### src/rtl/mdc_pkg.sv
// Shared types and window classification for the Manchester drift tracker.
// Assumes offsets are expressed in oversample ticks relative to the
// expected mid-bit sample.
package mdc_pkg;

    localparam int OS_HI_DEF    = 16;  // samples per bit, fine mode
    localparam int OS_LO_DEF    = 8;   // samples per bit, coarse mode
    localparam int JIT_LIM_DEF  = 1;   // tolerated jitter, either side
    localparam int LATE_LIM_DEF = 4;   // last late offset that lengthens
    localparam int EARLY_LIM_DEF = 3;  // last early offset that shortens
    localparam int SPAN_LIM_DEF = 6;   // outermost offset still classified

    typedef enum logic [2:0] {
        EC_NONE,
        EC_JITTER,
        EC_LATE,
        EC_EARLY,
        EC_STRAY
    } edge_cls_e;

    // Map a signed tick offset onto its compensation window.
    function automatic edge_cls_e classify_offset(
        input int off,
        input int jit,
        input int late,
        input int early,
        input int span
    );
        if (off >= -jit && off <= jit)   return EC_JITTER;
        if (off > jit && off <= late)    return EC_LATE;
        if (off < -jit && off >= -early) return EC_EARLY;
        if (off >= -span && off <= span) return EC_STRAY;
        return EC_NONE;
    endfunction

endpackage

### src/rtl/mdc_edge_det.sv
// Line transition detector. Compares the line with its level at the
// previous oversample tick. Assumes rx_line is already synchronized.
module mdc_edge_det (
    input  logic clk,
    input  logic rst_n,
    input  logic tick,
    input  logic line,
    output logic edge_hit
);
    logic prev_lvl;

    // Remember the line level seen at the last tick.
    always_ff @(posedge clk) begin
        if (!rst_n)    prev_lvl <= 1'b0;
        else if (tick) prev_lvl <= line;
    end

    // An edge is a tick whose level differs from the previous tick.
    assign edge_hit = tick && (line != prev_lvl);
endmodule

### src/rtl/mdc_classify.sv
// Edge window classifier. Grades the first mid-span edge of a locked
// period by its offset from the expected mid-bit sample. Assumes cnt
// holds the index of the sample being taken on this tick.
module mdc_classify
    import mdc_pkg::*;
#(
    parameter int CNT_W = 5,
    parameter int HALF  = 8,
    parameter int JIT   = JIT_LIM_DEF,
    parameter int LATE  = LATE_LIM_DEF,
    parameter int EARLY = EARLY_LIM_DEF,
    parameter int SPAN  = SPAN_LIM_DEF
) (
    input  logic [CNT_W-1:0] cnt,
    input  logic             edge_hit,
    input  logic             locked,
    input  logic             active,
    input  logic             mid_seen,
    output edge_cls_e        cls
);
    // Grade only while compensation is active and no edge was graded yet.
    always_comb begin
        cls = EC_NONE;
        if (edge_hit && locked && active && !mid_seen)
            cls = classify_offset(int'(cnt) - HALF, JIT, LATE, EARLY, SPAN);
    end
endmodule

### src/rtl/mdc_phase.sv
// Bit-period phase counter. Locks on the first edge after reset, then
// counts samples per bit and moves the terminal count by one sample when
// the classifier asks for it. Assumes cls is EC_NONE unless locked.
module mdc_phase
    import mdc_pkg::*;
#(
    parameter int OS_HI = OS_HI_DEF,
    parameter int OS_LO = OS_LO_DEF,
    parameter int CNT_W = $clog2(OS_HI + 2)
) (
    input  logic             clk,
    input  logic             rst_n,
    input  logic             tick,
    input  logic             edge_hit,
    input  logic             mode_16x,
    input  edge_cls_e        cls,
    output logic [CNT_W-1:0] cnt,
    output logic             locked,
    output logic             mid_seen,
    output logic             at_end,
    output logic             at_qtr,
    output logic             lock_evt
);
    logic [CNT_W-1:0] per;
    logic [CNT_W-1:0] half;
    logic [CNT_W-1:0] qtr;
    logic [CNT_W-1:0] term;

    // Nominal period and its landmarks for the selected rate.
    always_comb begin
        per  = mode_16x ? CNT_W'(OS_HI) : CNT_W'(OS_LO);
        half = per >> 1;
        qtr  = per >> 2;
    end

    assign at_end   = tick && locked && (cnt == term);
    assign at_qtr   = tick && locked && (cnt == qtr);
    assign lock_evt = tick && !locked && edge_hit;

    // Advance the sample index, wrap at the terminal count, apply trims.
    always_ff @(posedge clk) begin
        if (!rst_n) begin
            cnt      <= '0;
            term     <= '0;
            locked   <= 1'b0;
            mid_seen <= 1'b0;
        end else if (tick) begin
            if (!locked) begin
                if (edge_hit) begin
                    locked   <= 1'b1;
                    cnt      <= half + CNT_W'(1);
                    term     <= per - CNT_W'(1);
                    mid_seen <= 1'b1;
                end
            end else if (cnt == term) begin
                cnt      <= '0;
                term     <= per - CNT_W'(1);
                mid_seen <= 1'b0;
            end else begin
                cnt <= cnt + CNT_W'(1);
                if (cls != EC_NONE)  mid_seen <= 1'b1;
                if (cls == EC_LATE)  term <= per;
                if (cls == EC_EARLY) term <= per - CNT_W'(2);
            end
        end
    end
endmodule

### src/rtl/mdc_decode.sv
// Bit decoder. Captures the first-half level at the quarter sample and
// presents it at the end of the period. Assumes at_qtr precedes at_end
// within each period.
module mdc_decode (
    input  logic clk,
    input  logic rst_n,
    input  logic at_qtr,
    input  logic at_end,
    input  logic lock_evt,
    input  logic line,
    input  logic invert,
    output logic bit_valid,
    output logic bit_data
);
    logic lvl;
    logic have;

    // Hold the first-half level and emit one bit per complete period.
    always_ff @(posedge clk) begin
        if (!rst_n) begin
            lvl       <= 1'b0;
            have      <= 1'b0;
            bit_valid <= 1'b0;
            bit_data  <= 1'b0;
        end else begin
            bit_valid <= 1'b0;
            if (lock_evt) have <= 1'b0;
            if (at_qtr) begin
                lvl  <= line;
                have <= 1'b1;
            end
            if (at_end) begin
                if (have) begin
                    bit_valid <= 1'b1;
                    bit_data  <= lvl ^ invert;
                end
                have <= 1'b0;
            end
        end
    end
endmodule

### src/rtl/mdc_rx.sv
// Manchester receive phase tracker with drift compensation. Joins the edge
// detector, the classifier, the phase counter and the decoder, and
// registers the adjustment strobe and the sticky error flag. Assumes
// os_tick is a single-clock strobe and the mode inputs change only in reset.
module mdc_rx
    import mdc_pkg::*;
#(
    parameter int OS_HI = OS_HI_DEF,
    parameter int OS_LO = OS_LO_DEF,
    parameter int JIT   = JIT_LIM_DEF,
    parameter int LATE  = LATE_LIM_DEF,
    parameter int EARLY = EARLY_LIM_DEF,
    parameter int SPAN  = SPAN_LIM_DEF
) (
    input  logic clk,
    input  logic rst_n,
    input  logic os_tick,
    input  logic rx_line,
    input  logic mode_16x,
    input  logic drift_en,
    input  logic invert,
    input  logic err_clr,
    output logic bit_valid,
    output logic bit_data,
    output logic adj_pulse,
    output logic adj_late,
    output logic sync_err
);
    localparam int CNT_W   = $clog2(OS_HI + 2);
    localparam int HALF_HI = OS_HI / 2;

    logic             edge_hit;
    logic [CNT_W-1:0] cnt;
    logic             locked;
    logic             mid_seen;
    logic             at_end;
    logic             at_qtr;
    logic             lock_evt;
    logic             comp_on;
    edge_cls_e        cls;

    assign comp_on = drift_en && mode_16x;

    mdc_edge_det u_edge (
        .clk      (clk),
        .rst_n    (rst_n),
        .tick     (os_tick),
        .line     (rx_line),
        .edge_hit (edge_hit)
    );

    mdc_classify #(
        .CNT_W (CNT_W),
        .HALF  (HALF_HI),
        .JIT   (JIT),
        .LATE  (LATE),
        .EARLY (EARLY),
        .SPAN  (SPAN)
    ) u_cls (
        .cnt      (cnt),
        .edge_hit (edge_hit),
        .locked   (locked),
        .active   (comp_on),
        .mid_seen (mid_seen),
        .cls      (cls)
    );

    mdc_phase #(
        .OS_HI (OS_HI),
        .OS_LO (OS_LO),
        .CNT_W (CNT_W)
    ) u_phase (
        .clk      (clk),
        .rst_n    (rst_n),
        .tick     (os_tick),
        .edge_hit (edge_hit),
        .mode_16x (mode_16x),
        .cls      (cls),
        .cnt      (cnt),
        .locked   (locked),
        .mid_seen (mid_seen),
        .at_end   (at_end),
        .at_qtr   (at_qtr),
        .lock_evt (lock_evt)
    );

    mdc_decode u_dec (
        .clk       (clk),
        .rst_n     (rst_n),
        .at_qtr    (at_qtr),
        .at_end    (at_end),
        .lock_evt  (lock_evt),
        .line      (rx_line),
        .invert    (invert),
        .bit_valid (bit_valid),
        .bit_data  (bit_data)
    );

    // Strobe each period trim and remember its direction.
    always_ff @(posedge clk) begin
        if (!rst_n) begin
            adj_pulse <= 1'b0;
            adj_late  <= 1'b0;
        end else begin
            adj_pulse <= (cls == EC_LATE) || (cls == EC_EARLY);
            if ((cls == EC_LATE) || (cls == EC_EARLY))
                adj_late <= (cls == EC_LATE);
        end
    end

    // Sticky error: a stray edge sets it, err_clr clears it, setting wins.
    always_ff @(posedge clk) begin
        if (!rst_n)                sync_err <= 1'b0;
        else if (cls == EC_STRAY)  sync_err <= 1'b1;
        else if (err_clr)          sync_err <= 1'b0;
    end
endmodule

### config.mk
export PLATFORM = sky130hd
export DESIGN_NAME = mdc_rx
export DESIGN_NICKNAME = d
export VERILOG_FILES = /design/src/rtl/mdc_pkg.sv /design/src/rtl/mdc_edge_det.sv /design/src/rtl/mdc_classify.sv /design/src/rtl/mdc_phase.sv /design/src/rtl/mdc_decode.sv /design/src/rtl/mdc_rx.sv
export SDC_FILE = /design/constraint.sdc
export NUM_CORES = 1
export LEC_CHECK = 0
export ABC_AREA = 1
export BUFFER_PORTS_ARGS = -buffer_cell sky130_fd_sc_hd__buf_4
export CAP_MARGIN = 20
export CORE_ASPECT_RATIO = 1.4
export CORE_MARGIN = 2
export CORE_UTILIZATION = 58
export DETAILED_ROUTE_END_ITERATION = 10
export PLACE_DENSITY = 0.78
export SLEW_MARGIN = 20
export SYNTH_ARGS = -nofsm -noshare
export SYNTH_HDL_FRONTEND = slang
export SYNTH_HIERARCHICAL = 1
export SYNTH_SLANG_ARGS = --single-unit
### constraint.sdc
create_clock -name clk -period 3.47 [get_ports clk]
set_input_delay 0.694 -clock clk [delete_from_list [all_inputs] [get_ports clk]]
set_output_delay 0.694 -clock clk [all_outputs]
set_load 0.02 [all_outputs]
After elaboration in Yosys (flattened, before gate mapping)
Cells that the tools add are included.

Bits in registers: 20. Bits of input ports: 8. Output and inout port bits: 5. Word-level logic and storage cells: 105.

$add $sub $neg: 5. $lt $le $gt $ge: 8. Equal/unequal tests: 8. Mux-type cells: 43. Bitwise operators: 2. Reductions and logical operators: 27.

Operator list (number): less-or-equal comparator 32 x 4 -> 1 bit (second input constant) (2); 2-to-1 mux 5 bit (9); greater-or-equal comparator 32 x 1 -> 1 bit (second input constant) (1); greater-or-equal comparator 32 x 3 -> 1 bit (second input constant) (1); greater-or-equal comparator 32 x 4 -> 1 bit (second input constant) (1); greater-than comparator 32 x 2 -> 1 bit (second input constant) (1); less-or-equal comparator 32 x 2 -> 1 bit (second input constant) (1); < comparator 32 x 1 -> 1 bit (second input constant) (1); 2-to-1 mux 3 bit (9); 2-to-1 mux 1 bit (25); logical AND 1 bit (14); == test 3 x 2 -> 1 bit (second input constant) (2); AND reduction 2 bit (3); AND reduction 3 bit (2); nonzero test 2 bit (3); subtractor 5 x 4 -> 6 bit (second input constant) (1); adder 4 x 1 -> 5 bit (second input constant) (1); adder 5 x 1 -> 5 bit (second input constant) (1); == test 5 x 3 -> 1 bit (1); == test 5 bit (1); subtractor 5 x 1 -> 5 bit (second input constant) (1); subtractor 5 x 2 -> 5 bit (second input constant) (1); inequality test 4 bit (second input constant) (1); == test 3 bit (second input constant) (1); 8 further kinds (9).

Logic depth before layout (Yosys ltp)
Gate-level depths: netlist of the first run.

Depth after elaboration: 25. Mapped depth: 20. Gate-level depth less buffers: 20.

By module
Netlist of the first run, hierarchy kept.

By module, submodules not included: mdc_phase (times used 1, cells each 106, area each 716.9 um2, sequential area each 220.2 um2); mdc_classify (times used 1, cells each 59, area each 301.5 um2, sequential area each 0.0 um2); mdc_decode (times used 1, cells each 24, area each 162.7 um2, sequential area each 80.1 um2); mdc_rx (times used 1, cells each 20, area each 133.9 um2, sequential area each 60.1 um2); mdc_edge_det (times used 1, cells each 10, area each 56.3 um2, sequential area each 20.0 um2).

Worst setup path after synthesis of the first run
Ideal clock, no wire load.

Path type: register -> register. Start point: register u_phase.cnt[3]. End point: register u_phase.term[3]. Library setup time: 0.113 ns. Arrival time: 2.374 ns. Required time: 3.357 ns. Path slack: 0.983 ns. Cell stages (with the launch flop): 17. Path buffers: 0. Period minus slack after synthesis: 2.487 ns. Path through: dfxtp_1 > inv_1 > ha_1 > nand4_1 > nand3_1 > nand3_1 > a21oi_1 > inv_1 > nor2_1 > inv_1 > nor2_1 > inv_1 > ha_1 > nand3_1 > nand2_1 > nor2_1 > nor2_1.

Word-level cells in the longest chain between the ends: 17. Elaborated cells on any way between the ends: 43. Classes of those cells: add/sub: 1; order compare: 8; eq/ne: 4; mux: 25; reduce/logical: 5.

Ends and longest elaborated chain: start: declaration (line mdc_phase.sv:17) `output logic [CNT_W-1:0] cnt,`; start signal: assignment (line mdc_phase.sv:51) `cnt <= half + CNT_W'(1);`; start signal: assignment (line mdc_phase.sv:60) `cnt <= cnt + CNT_W'(1);`; subtractor 5 x 4 -> 6 bit (*) (line mdc_classify.sv:25) `cls = classify_offset(int'(cnt) - HALF, JIT, LATE, EARLY, SPAN);`; greater-or-equal comparator 32 x 4 -> 1 bit / less-or-equal comparator 32 x 4 -> 1 bit (equally long branches) (line mdc_pkg.sv:32) `if (off >= -span && off <= span) return EC_STRAY;`; logical AND 1 bit (line mdc_pkg.sv:32); 2-to-1 mux 1 bit (2 in a row) (line mdc_pkg.sv:32); 2-to-1 mux 1 bit (line mdc_pkg.sv:31) `if (off < -jit && off >= -early) return EC_EARLY;`; 2-to-1 mux 1 bit (line mdc_pkg.sv:30) `if (off > jit && off <= late) return EC_LATE;`; 2-to-1 mux 1 bit (line mdc_classify.sv:24) `if (edge_hit && locked && active && !mid_seen)`; 2-to-1 mux 3 bit (line mdc_pkg.sv:33) `return EC_NONE;`; 2-to-1 mux 3 bit (line mdc_pkg.sv:32); 2-to-1 mux 3 bit (line mdc_pkg.sv:31); 2-to-1 mux 3 bit (*) (line mdc_pkg.sv:30); 2-to-1 mux 3 bit (*) (line mdc_classify.sv:24); net cls[1] (line mdc_rx.sv:40) `edge_cls_e cls;`; == test 3 x 2 -> 1 bit (line mdc_phase.sv:63) `if (cls == EC_EARLY) term <= per - CNT_W'(2);`; 2-to-1 mux 5 bit (line mdc_phase.sv:63); 2-to-1 mux 5 bit (line mdc_phase.sv:55) `end else if (cnt == term) begin`; 2-to-1 mux 5 bit (line mdc_phase.sv:48) `if (!locked) begin`; end signal: assignment (line mdc_phase.sv:57) `term <= per - CNT_W'(1);`; end signal: assignment (line mdc_phase.sv:62) `if (cls == EC_LATE) term <= per;`; end signal: assignment (line mdc_phase.sv:63); end: declaration (line mdc_phase.sv:27) `logic [CNT_W-1:0] term;`.

The timed path passes the listed nets; every way through them passes the cells marked *. The select of a mux whose other input is x is not followed. A chain may end at the register's enable or synchronous reset.

Worst setup path after layout of the first run
Same ends and word-level chain as after synthesis.

==> flow_summary.toml, run 1 <==
[logic_synthesis]
synth_compound_area_share_pct = 7.66
synth_edf_count = 0
synth_area_leaders = "dfxtp_1 (28%), nand2_1 (16%), inv_1 (10%)"
netlist_area_um2 = 1370
ys_seq_elements = 19
synth_nets = 233
synth_flop_cell = "dfxtp_1"
synth_common_cells = "nand2_1 (57), inv_1 (37), nor2_1 (31)"
synth_most_common_cell = "nand2_1"
synth_cell_types = 28
syn_area_per_cell_um2 = 6.26
synth_warnings = 6
netlist.area_leader.share_pct = 27.7
synth_fa_ha_area_share_pct = 5.47
synthArstFlopShare_pct = 0
synthXorXnorAreaFrac_pct = 1.28
synthesis.instances = 219
ys_seq_area_share_pct = 27.7
synth_top_family_by_area = "simple AND/OR/NAND/NOR gates"
yosys.area_share.simple_pct = 43.2
yosysTopAreaCell = "dfxtp_1"
synthMuxAreaShare_pct = 0.730

[placed_design]
portBuffers = 12
dp_hpwl_um = 2200
place.gp.congestion = 0.887
place_worst_setup_slack_ns = 0.658
dp.cells = 251

[drt]
wl_met1_um = 1200
ant_nets = 0
drtPass1Iterations = 4
dr_total_vias = 1341
wl_per_cell_um = 11.2
drt-total-wl_um = 2870
wl_met3_um = 94
detail_route.vias_per_cell = 5.26
dr_wl_met2_um = 1530
drt-initial-drc-count = 44
routed.top_layer = "met4"
drc = 0

[cts]
postCtsHoldBufs = 0
numClockSinks = 19
cts_tree = "yes"
clk_pin_slew_ns = 0.11
cts_buffers = 3
htree_levels = 1
clk_latency_ns = 0.29
post-cts-setup-buffers = 0
cts.path.max_buffers = 2
cts_root_buf = "clkbuf_4"
cts_resized = 0

[pwr]
intPower_uw = 313
pwr-share-clk_pct = 23.8
p_seq_share_pct = 52.5
total_leakage_power_uw = 0.000744
p_sw_share_pct = 33.0
p_comb_share_pct = 23.7
netSwitchingPower_uw = 154
vdd_drop_max_mv = 0.276
power_density_nw_per_um2 = 315

[sta]
worst_pin_slew_ns = 0.801
period_share_pct = 81.2
rsz0062_at_grt = "no"
finalClockSkew_ns = 0.00387
slew_headroom_pct = 45.2
worst_slack_ns = 0.652
fmax_ghz = 0.355
layout_min_cycle_time_ns = 2.82
slew_violations = 0
setup_violations = 0
hold_viol = 0
hold_ws_ns = 0.480
fin_setup_tns_ns = 0

[layout]
finalNonFillerCells = 255
register_area_um2 = 380
syn_to_final_growth_pct = 8.30
reg_top3 = "u_phase/cnt: 5 flops, u_phase/term: 4 flops"
largest_register_ffs = 5
nets = 248
fin_util_pct = 67.4
drive_gt1_share_pct = 15.9
diodes = 0
fillCellCount = 202
multi_input_area_um2 = 800
top_register = "u_phase/cnt"

[floorplan]
die_y_um = 61.5
initial_core_util_pct = 62.3
num_rows = 20
die-area_um2 = 2770
ios = 13
core_area_um2 = 2200
dieWidth_um = 45.1

[grt]
grt_pass1_vias = 1185
antenna_found_initial = 0
grt_overflow = 0
gr-usage-all-layers_pct = 22.8
grt_pass1_wl_um = 4710
grt_max_degree = 14

[worst_setup_path]
critPathRequiredTime_ns = 3.67
startpoint_type = "flop"
cp.arrival_ns = 3.02
worst-setup-path-type = "reg -> reg"
worst-path-max-fanout = 12
crit_path_end_kind = "flop"

[job]
cap_violations = 0

[worst_hold_path]
hold_path.class = "reg -> reg"

[outcome]
status = "finished clean"
-- critical path, cell delays in order, from the launching register on --
cell,delay [ns]
dfxtp_1,0.57
inv_1,0.13
ha_1,0.36
nand3_1,0.09
nand2_1,0.09
nand2_1,0.06
nand2_1,0.05
nand3_1,0.08
a21oi_1,0.30
inv_1,0.07
nor2_1,0.09
inv_1,0.08
nor2_1,0.15
inv_1,0.06
ha_1,0.26
nand3_1,0.08
nand2_1,0.05
nor2_1,0.09
nor2_1,0.05
-- power groups by stage --
stage               clock [uW]  sequential [uW]  combinational [uW]
CTS                        117              245                 110
global placement             0              249                 106
global route               126              247                 124
finish                     111              245                 111
detailed placement           0              250                 109
floorplan                    0              244                89.6
-- kinds of logic after synthesis --
| kind of cell | Yosys count |
|---|---|
| flops | 19 |
| fa+ha+maj | 6 |
| buf+inv | 44 |
| mux | 1 |
| compound gates | 19 |
| simple gates | 128 |
| xor+xnor | 2 |
-- placed cells by master, fill, tap and decap left out --
cell,n
nand2_1,57
inv_1,37
nor2_1,31
dfxtp_1,19
nand3_1,19
buf_4,12
a21oi_1,12
ha_1,6
nor2_2,4
inv_2,4
nand4_1,4
o21ai_0,4
clkbuf_4,3
nor3_2,3
nand2_4,3
nand3_2,2
nand2_2,1
a21oi_2,1
clkinv_2,1
or2_1,1
xnor2_1,1
mux2i_1,1
a2111oi_0,1
or2_4,1
inv_4,1
o31ai_1,1
nor3_1,1
xor2_1,1
or2_2,1
-- worst paths after layout --
| path | from | endpoint | slack (ns) | depth (start not counted) |
|---|---|---|---|---|
| setup reg to reg | u_phase/cnt[3]$_SDFFE_PN0P_ | u_phase/term[3]$_SDFFE_PN0P_ | 0.65 | 18 |
| hold reg to reg | u_phase/mid_seen$_SDFFE_PN0P_ | u_phase/mid_seen$_SDFFE_PN0P_ | 0.48 | 2 |
| hold / removal | u_phase/mid_seen$_SDFFE_PN0P_ | u_phase/mid_seen$_SDFFE_PN0P_ | 0.48 | 2 |
| setup / recovery | u_phase/cnt[3]$_SDFFE_PN0P_ | u_phase/term[3]$_SDFFE_PN0P_ | 0.65 | 18 |
-- through the flow --
stage,total power (uW),area (um2)
floorplan,334,1370
global placement,355,1460
detailed placement,359,1460
CTS,472,1490
global route,498,1490
finish,467,1490
-- area by class of cell --
type | instances | area share, %
Clock buffer | 3 | 1.52
Clock inverter | 1 | 0.337
Inverter | 42 | 10.8
Multi-Input combinational cell | 156 | 53.8
Sequential cell | 19 | 25.6
Tap cell | 22 | 1.85
Timing Repair Buffer | 12 | 6.07
-- metal layers --
| metal | vias up | global-route usage [%] |
|---|---|---|
| li1 | 704 | - |
| met1 | 601 | 25.4 |
| met2 | 30 | 41.2 |
| met3 | 6 | 3.52 |
| met4 | 0 | 10.9 |
| met5 | - | 0 |
No activity file was read; power rests on OpenSTA's default activity.
==> run 2, diff against run 1 <==
--- a/config.mk
+++ b/config.mk
@@ -5,14 +5,14 @@
 export SDC_FILE = /design/constraint.sdc
 export NUM_CORES = 1
 export LEC_CHECK = 0
-export ABC_AREA = 1
+export ABC_AREA = 0
 export BUFFER_PORTS_ARGS = -buffer_cell sky130_fd_sc_hd__buf_4
 export CAP_MARGIN = 20
 export CORE_ASPECT_RATIO = 1.4
 export CORE_MARGIN = 2
-export CORE_UTILIZATION = 58
+export CORE_UTILIZATION = 57
 export DETAILED_ROUTE_END_ITERATION = 10
-export PLACE_DENSITY = 0.78
+export PLACE_DENSITY = 0.77
 export SLEW_MARGIN = 20
 export SYNTH_ARGS = -nofsm -noshare
 export SYNTH_HDL_FRONTEND = slang
==> constraint.sdc (replaced) <==
create_clock -name clk -period 2.6 [get_ports clk]
set_input_delay 0.52 -clock clk [delete_from_list [all_inputs] [get_ports clk]]
set_output_delay 0.52 -clock clk [all_outputs]
set_load 0.02 [all_outputs]
==> flow_summary.toml, run 2 <==
[drt]
ant_nets = 0
wl_met1_um = 1200
dr_total_vias = 1222
detail_route.vias_per_cell = 6.14
drt-total-wl_um = 2990
drt-initial-drc-count = 51
dr_wl_met2_um = 1700
routed.top_layer = "met4"
drc = 0
wl_per_cell_um = 15.0
drtPass1Iterations = 4
wl_met3_um = 63

[worst_setup_path]
worstPathBufferInverterCount = 1
cp.arrival_ns = 2.71
critPathRequiredTime_ns = 2.79
crit_start = "u_phase/cnt[4]$_SDFFE_PN0P_"
cp_slowest_cell = "dfxtp_4"
critical_path.top_delay_family = "compound AO/OA/AOI/OAI gates"
path_cells = "inv_4 > ha_4 > nand4_1 > nand2_2 > mux2_4 > a2111oi_4 > nor2b_1 > nand2_1 > ha_1 > nor3_2 > o211ai_1 > o311a_1"
worst-path-max-fanout = 4
startpoint_type = "flop"
worstReg2RegStart = "u_phase/cnt[4]$_SDFFE_PN0P_"
worst-r2r-setup-slack_ns = 0.08
crit_path_end_kind = "flop"
cpPeakStageDelay_ns = 0.38
worst-setup-path-type = "reg -> reg"

[logic_synthesis]
netlist.area_leader.share_pct = 30.0
synth_cell_types = 47
synth_flop_cell = "dfxtp_1"
synth_most_common_cell = "dfxtp_1"
synth_nets = 163
synth_warnings = 6
netlist_area_um2 = 1270
yosysTopAreaCell = "dfxtp_1"
synth_common_cells = "dfxtp_1 (19), inv_1 (11), nand2_1 (10)"
synth_area_leaders = "dfxtp_1 (30%), ha_1 (5.9%), inv_1 (3.3%)"
synthArstFlopShare_pct = 0
ys_seq_area_share_pct = 30.0
syn_area_per_cell_um2 = 8.51
synthesis.instances = 149
synth_edf_count = 0
ys_seq_elements = 19

[sta]
period_share_pct = 97.0
layout_min_cycle_time_ns = 2.52
setup_violations = 0
worst_pin_slew_ns = 0.578
hold_ws_ns = 0.504
finalClockSkew_ns = 0.00618
hold_viol = 0
slew_violations = 0
slew_headroom_pct = 61.5
fmax_ghz = 0.397
fin_setup_tns_ns = 0

[floorplan]
die-area_um2 = 2620
ios = 13
num_rows = 20
initial_core_util_pct = 59.0
dieWidth_um = 43.9
die_y_um = 59.8
core_area_um2 = 2150

[grt]
antenna_found_initial = 0
grt_pass1_vias = 1115
grt_max_degree = 19
grt_overflow = 0
gr-usage-all-layers_pct = 23.6
grt_pass1_wl_um = 4750

[cts]
cts_tree = "yes"
cts_buffers = 3
postCtsHoldBufs = 0
numClockSinks = 19
cts.path.max_buffers = 2
clk_pin_slew_ns = 0.11
cts_root_buf = "clkbuf_4"
htree_levels = 1
clk_latency_ns = 0.28

[layout]
top_register = "u_phase/cnt"
diodes = 0
syn_to_final_growth_pct = 22.4
nets = 192
final_common_cell = "buf_4"
largest_register_ffs = 5
fillCellCount = 179
drive_gt1_share_pct = 29.4
layout_common_cells = "buf_4 (29), dfxtp_1 (17), nand2_1 (10), inv_1 (9)"
reg_top3 = "u_phase/cnt: 5 flops, u_phase/term: 4 flops"

[outcome]
status = "finished clean"

[pwr]
vdd_drop_max_mv = 0.512
total_leakage_power_uw = 0.000594
power_density_nw_per_um2 = 390

[worst_hold_path]
hold_path.class = "in -> reg"
min-delay-start = "rx_line"

[placed_design]
dp_hpwl_um = 2100
place.gp.congestion = 0.819
portBuffers = 12

[job]
cap_violations = 0
==> run 2: cell types whose count changed after synthesis, moves of 5 or more <==
| cell | delta |
|---|---|
| nand2_1 | -47 |
| inv_1 | -26 |
| nor2_1 | -23 |
| nand3_1 | -16 |
| nor2b_1 | +6 |
| nand2b_1 | +5 |
==> run 2: final cells by class <==
cell class              count  area (um2)  area share, %
repair buffers             29         218           14.0
flip-flops and latches     19         388           25.0
inverters                  11        43.8           2.82
clock buffers               4        26.3           1.69
well taps                  22        27.5           1.77
multi-input cells         114         850           54.7
==> run 2: logic make-up after synthesis <==
| family | Yosys count | synth area share, % |
|---|---|---|
| adder cells (fa/ha/maj) | 6 | 5.92 |
| buffers and inverters | 16 | 6.21 |
| AND/OR/NAND/NOR | 57 | 25.4 |
| multiplexers | 4 | 3.55 |
| AO/OA/AOI/OAI | 42 | 25.4 |
| XOR/XNOR | 5 | 3.45 |
| flip-flops | 19 | 30.0 |
==> run 2: repair_timing <==
action	in CTS	in global routing
buffers inserted	0	6
endpoints found under the setup margin	0	1
endpoints found under the hold margin	0	0
resized for setup	0	8
==> run 2: path summary, 6_finish.rpt <==
| check | cells past startpoint | to |
|---|---|---|
| max | 12 | u_phase/term[3]$_SDFFE_PN0P_ |
| min | 3 | u_dec/lvl$_SDFFE_PN0P_ |
| max reg2reg | 12 | u_phase/term[3]$_SDFFE_PN0P_ |
| min reg2reg | 1 | u_dec/bit_data$_SDFFE_PN0P_ |
==> run 2: worst reg2reg max path: stages, from the launching register on <==
cell	delay, ns
dfxtp_4	0.38
inv_4	0.05
ha_4	0.25
nand4_1	0.10
nand2_2	0.10
mux2_4	0.31
a2111oi_4	0.36
nor2b_1	0.11
nand2_1	0.09
ha_1	0.24
nor3_2	0.17
o211ai_1	0.10
o311a_1	0.16
==> run 2: power by group <==
group	total (uW)	switching, uW	internal, uW
clock	146	86.7	59.4
combinational	145	83.4	61.6
sequential	314	12.7	301
total	605	183	422
==> run 2: metrics by stage <==
stage          utilization [%]  setup WS, ns  total power, uW  cell area (um2)  std cells
2_1_floorplan                -        0.0127              428             1290        149
3_3_place_gp              67.3         0.133              456             1450        189
3_5_place_dp              67.3        0.0874              460             1450        189
4_1_cts                   68.5        0.0580              604             1480        193
5_1_grt                   72.2       -0.0617              640             1550        199
6_report                  72.2        0.0781              605             1550        199
==> run 2: metal layers <==
metal  global-route usage, %  vias to the layer above
met4                    6.49                        0
met3                    2.72                        2
met5                       0                        -
met1                    27.8                      595
met2                    43.7                       18
li1                        -                      607
==> run 3, diff against run 2 <==
--- a/config.mk
+++ b/config.mk
@@ -10,10 +10,9 @@
 export CAP_MARGIN = 20
 export CORE_ASPECT_RATIO = 1.4
 export CORE_MARGIN = 2
-export CORE_UTILIZATION = 57
+export CORE_UTILIZATION = 35
 export DETAILED_ROUTE_END_ITERATION = 10
-export PLACE_DENSITY = 0.77
-export SLEW_MARGIN = 20
+export SETUP_SLACK_MARGIN = 0.15
 export SYNTH_ARGS = -nofsm -noshare
 export SYNTH_HDL_FRONTEND = slang
 export SYNTH_HIERARCHICAL = 1
==> flow_summary.toml, run 3 (synthesis results as in run 2) <==
[outcome]
status = "finished clean"

[pwr]
p_seq_share_pct = 46.8
power_density_nw_per_um2 = 418
intPower_uw = 479
p_sw_share_pct = 29.0
netSwitchingPower_uw = 196
p_comb_share_pct = 23.4
total_leakage_power_uw = 0.000614
pwr-share-clk_pct = 29.8
vdd_drop_max_mv = 0.341

[layout]
diodes = 0
layout_common_cells = "buf_4 (30), dfxtp_1 (16), nand2_1 (10), inv_1 (9)"
register_area_um2 = 389
fillCellCount = 327
nets = 193
drive_gt1_share_pct = 32.0
reg_top3 = "u_phase/cnt: 5 flops, u_phase/term: 4 flops"
final_common_cell = "buf_4"
largest_register_ffs = 5
top_register = "u_phase/cnt"
multi_input_area_um2 = 860
syn_to_final_growth_pct = 27.2

[worst_setup_path]
cpPeakStageDelay_ns = 0.38
worstReg2RegStart = "u_phase/cnt[4]$_SDFFE_PN0P_"
worst-r2r-setup-slack_ns = 0.17
crit_start = "u_phase/cnt[4]$_SDFFE_PN0P_"
critPathRequiredTime_ns = 2.75
crit_path_end_kind = "flop"
startpoint_type = "flop"
r2r_end = "u_phase/term[3]$_SDFFE_PN0P_"
rr_worst_depth = 12
cp.arrival_ns = 2.58
worst-setup-path-type = "reg -> reg"
path_cells = "inv_2 > ha_4 > nand4_1 > nand2_2 > mux2_4 > a2111oi_4 > nor2b_2 > nand2_1 > ha_1 > nor3_1 > o211ai_1 > o311a_1"
cp_slowest_cell = "dfxtp_4"
worst-path-max-fanout = 6
worstPathBufferInverterCount = 1
critical_path.top_delay_family = "compound AO/OA/AOI/OAI gates"

[floorplan]
num_rows = 25
core_area_um2 = 3410
initial_core_util_pct = 37.2
die-area_um2 = 4130
die_y_um = 75.2
dieWidth_um = 54.9
ios = 13

[sta]
slew_violations = 0
hold_ws_ns = 0.505
fin_setup_tns_ns = 0
finalClockSkew_ns = 0.00584
setup_violations = 0
period_share_pct = 93.5
worst_pin_slew_ns = 0.461
hold_viol = 0
layout_min_cycle_time_ns = 2.43
slew_headroom_pct = 69.2
fmax_ghz = 0.411
rsz0062_at_grt = "yes"

[worst_hold_path]
holdPathEnd = "sync_err$_SDFFE_PN0P_"
min_path_cells = 2
min-delay-start = "sync_err$_SDFFE_PN0P_"
hold_path.class = "reg -> reg"

[placed_design]
portBuffers = 12
dp_hpwl_um = 2360
place.gp.congestion = 0.741

[cts]
cts_tree = "yes"
postCtsHoldBufs = 0
clk_pin_slew_ns = 0.07
cts.path.max_buffers = 2
clk_latency_ns = 0.25
htree_levels = 1
cts_root_buf = "clkbuf_8"
numClockSinks = 19
cts_buffers = 3

[grt]
gr-usage-all-layers_pct = 17.1
grt_pass1_vias = 1119
antenna_found_initial = 0
grt_max_degree = 19
grt_pass1_wl_um = 5150
grt_overflow = 0

[drt]
wl_per_cell_um = 14.1
drt-initial-drc-count = 19
dr_total_vias = 1196
detail_route.vias_per_cell = 5.49
ant_nets = 0
drc = 0
drt-total-wl_um = 3070
drtPass1Iterations = 4

[job]
cap_violations = 0
[run 3: layout make-up]
class / instances / share of cell area [%]
well taps: 40 / 3.10
clock inverters: 1 / 0.310
flip-flops and latches: 19 / 24.1
multi-input cells: 114 / 53.3
repair buffers: 30 / 14.0
clock buffers: 3 / 2.56
inverters: 11 / 2.71
[run 3: worst max path at each step]
| stage | end | slack, ns | cells past startpoint |
|---|---|---|---|
| finish | u_phase/term[3]$_SDFFE_PN0P_ | 0.17 | 12 |
| global route | u_phase/term[3]$_SDFFE_PN0P_ | 0.04 | 12 |
| CTS | u_phase/term[3]$_SDFFE_PN0P_ | 0.15 | 12 |
| detailed placement | u_phase/term[3]$_SDFFE_PN0P_ | 0.12 | 12 |
| global placement | u_phase/term[3]$_SDFFE_PN0P_ | 0.17 | 12 |
| floorplan | u_phase/term[3]$_SDFFE_PN0P_ | 0.08 | 12 |
[run 3: repair_timing]
action	4_1_cts	5_1_grt
setup buffers	4	3
setup endpoints to repair	1	2
resized for setup	1	6
gates cloned	0	0
[run 3: power groups by stage]
stage / Sequential [uW] / Combinational [uW] / Clock (uW)
2_1_floorplan: 321 / 109 / 0
3_3_place_gp: 326 / 141 / 0
3_5_place_dp: 327 / 145 / 0
4_1_cts: 315 / 155 / 207
5_1_grt: 318 / 173 / 222
6_report: 316 / 158 / 201
[run 3: per-stage QoR]
stage               worst slack, ns  power (uW)  utilization, %  cells  instance area, um2
floorplan                    0.0804         431               -    149                1300
global placement              0.171         467            43.6    207                1490
detailed placement            0.115         472            43.6    207                1490
CTS                           0.150         677            45.9    215                1570
global route                 0.0415         712            47.3    218                1610
finish                        0.169         675            47.3    218                1610
[run 3: tightest hold or removal path, cell delays in order, from the launching register on]
cell,delay [ns]
dfxtp_1,0.31
nand3b_1,0.09
o31ai_2,0.06
[run 3: layer usage]
metal / share of wire (%) / up-vias / track usage, %
met4: 0.81 / 0 / 5.00
met1: 42 / 572 / 21.1
met5: 0 / - / 0
li1: - / 606 / -
met2: 55 / 16 / 30.2
met3: 2.0 / 2 / 1.79
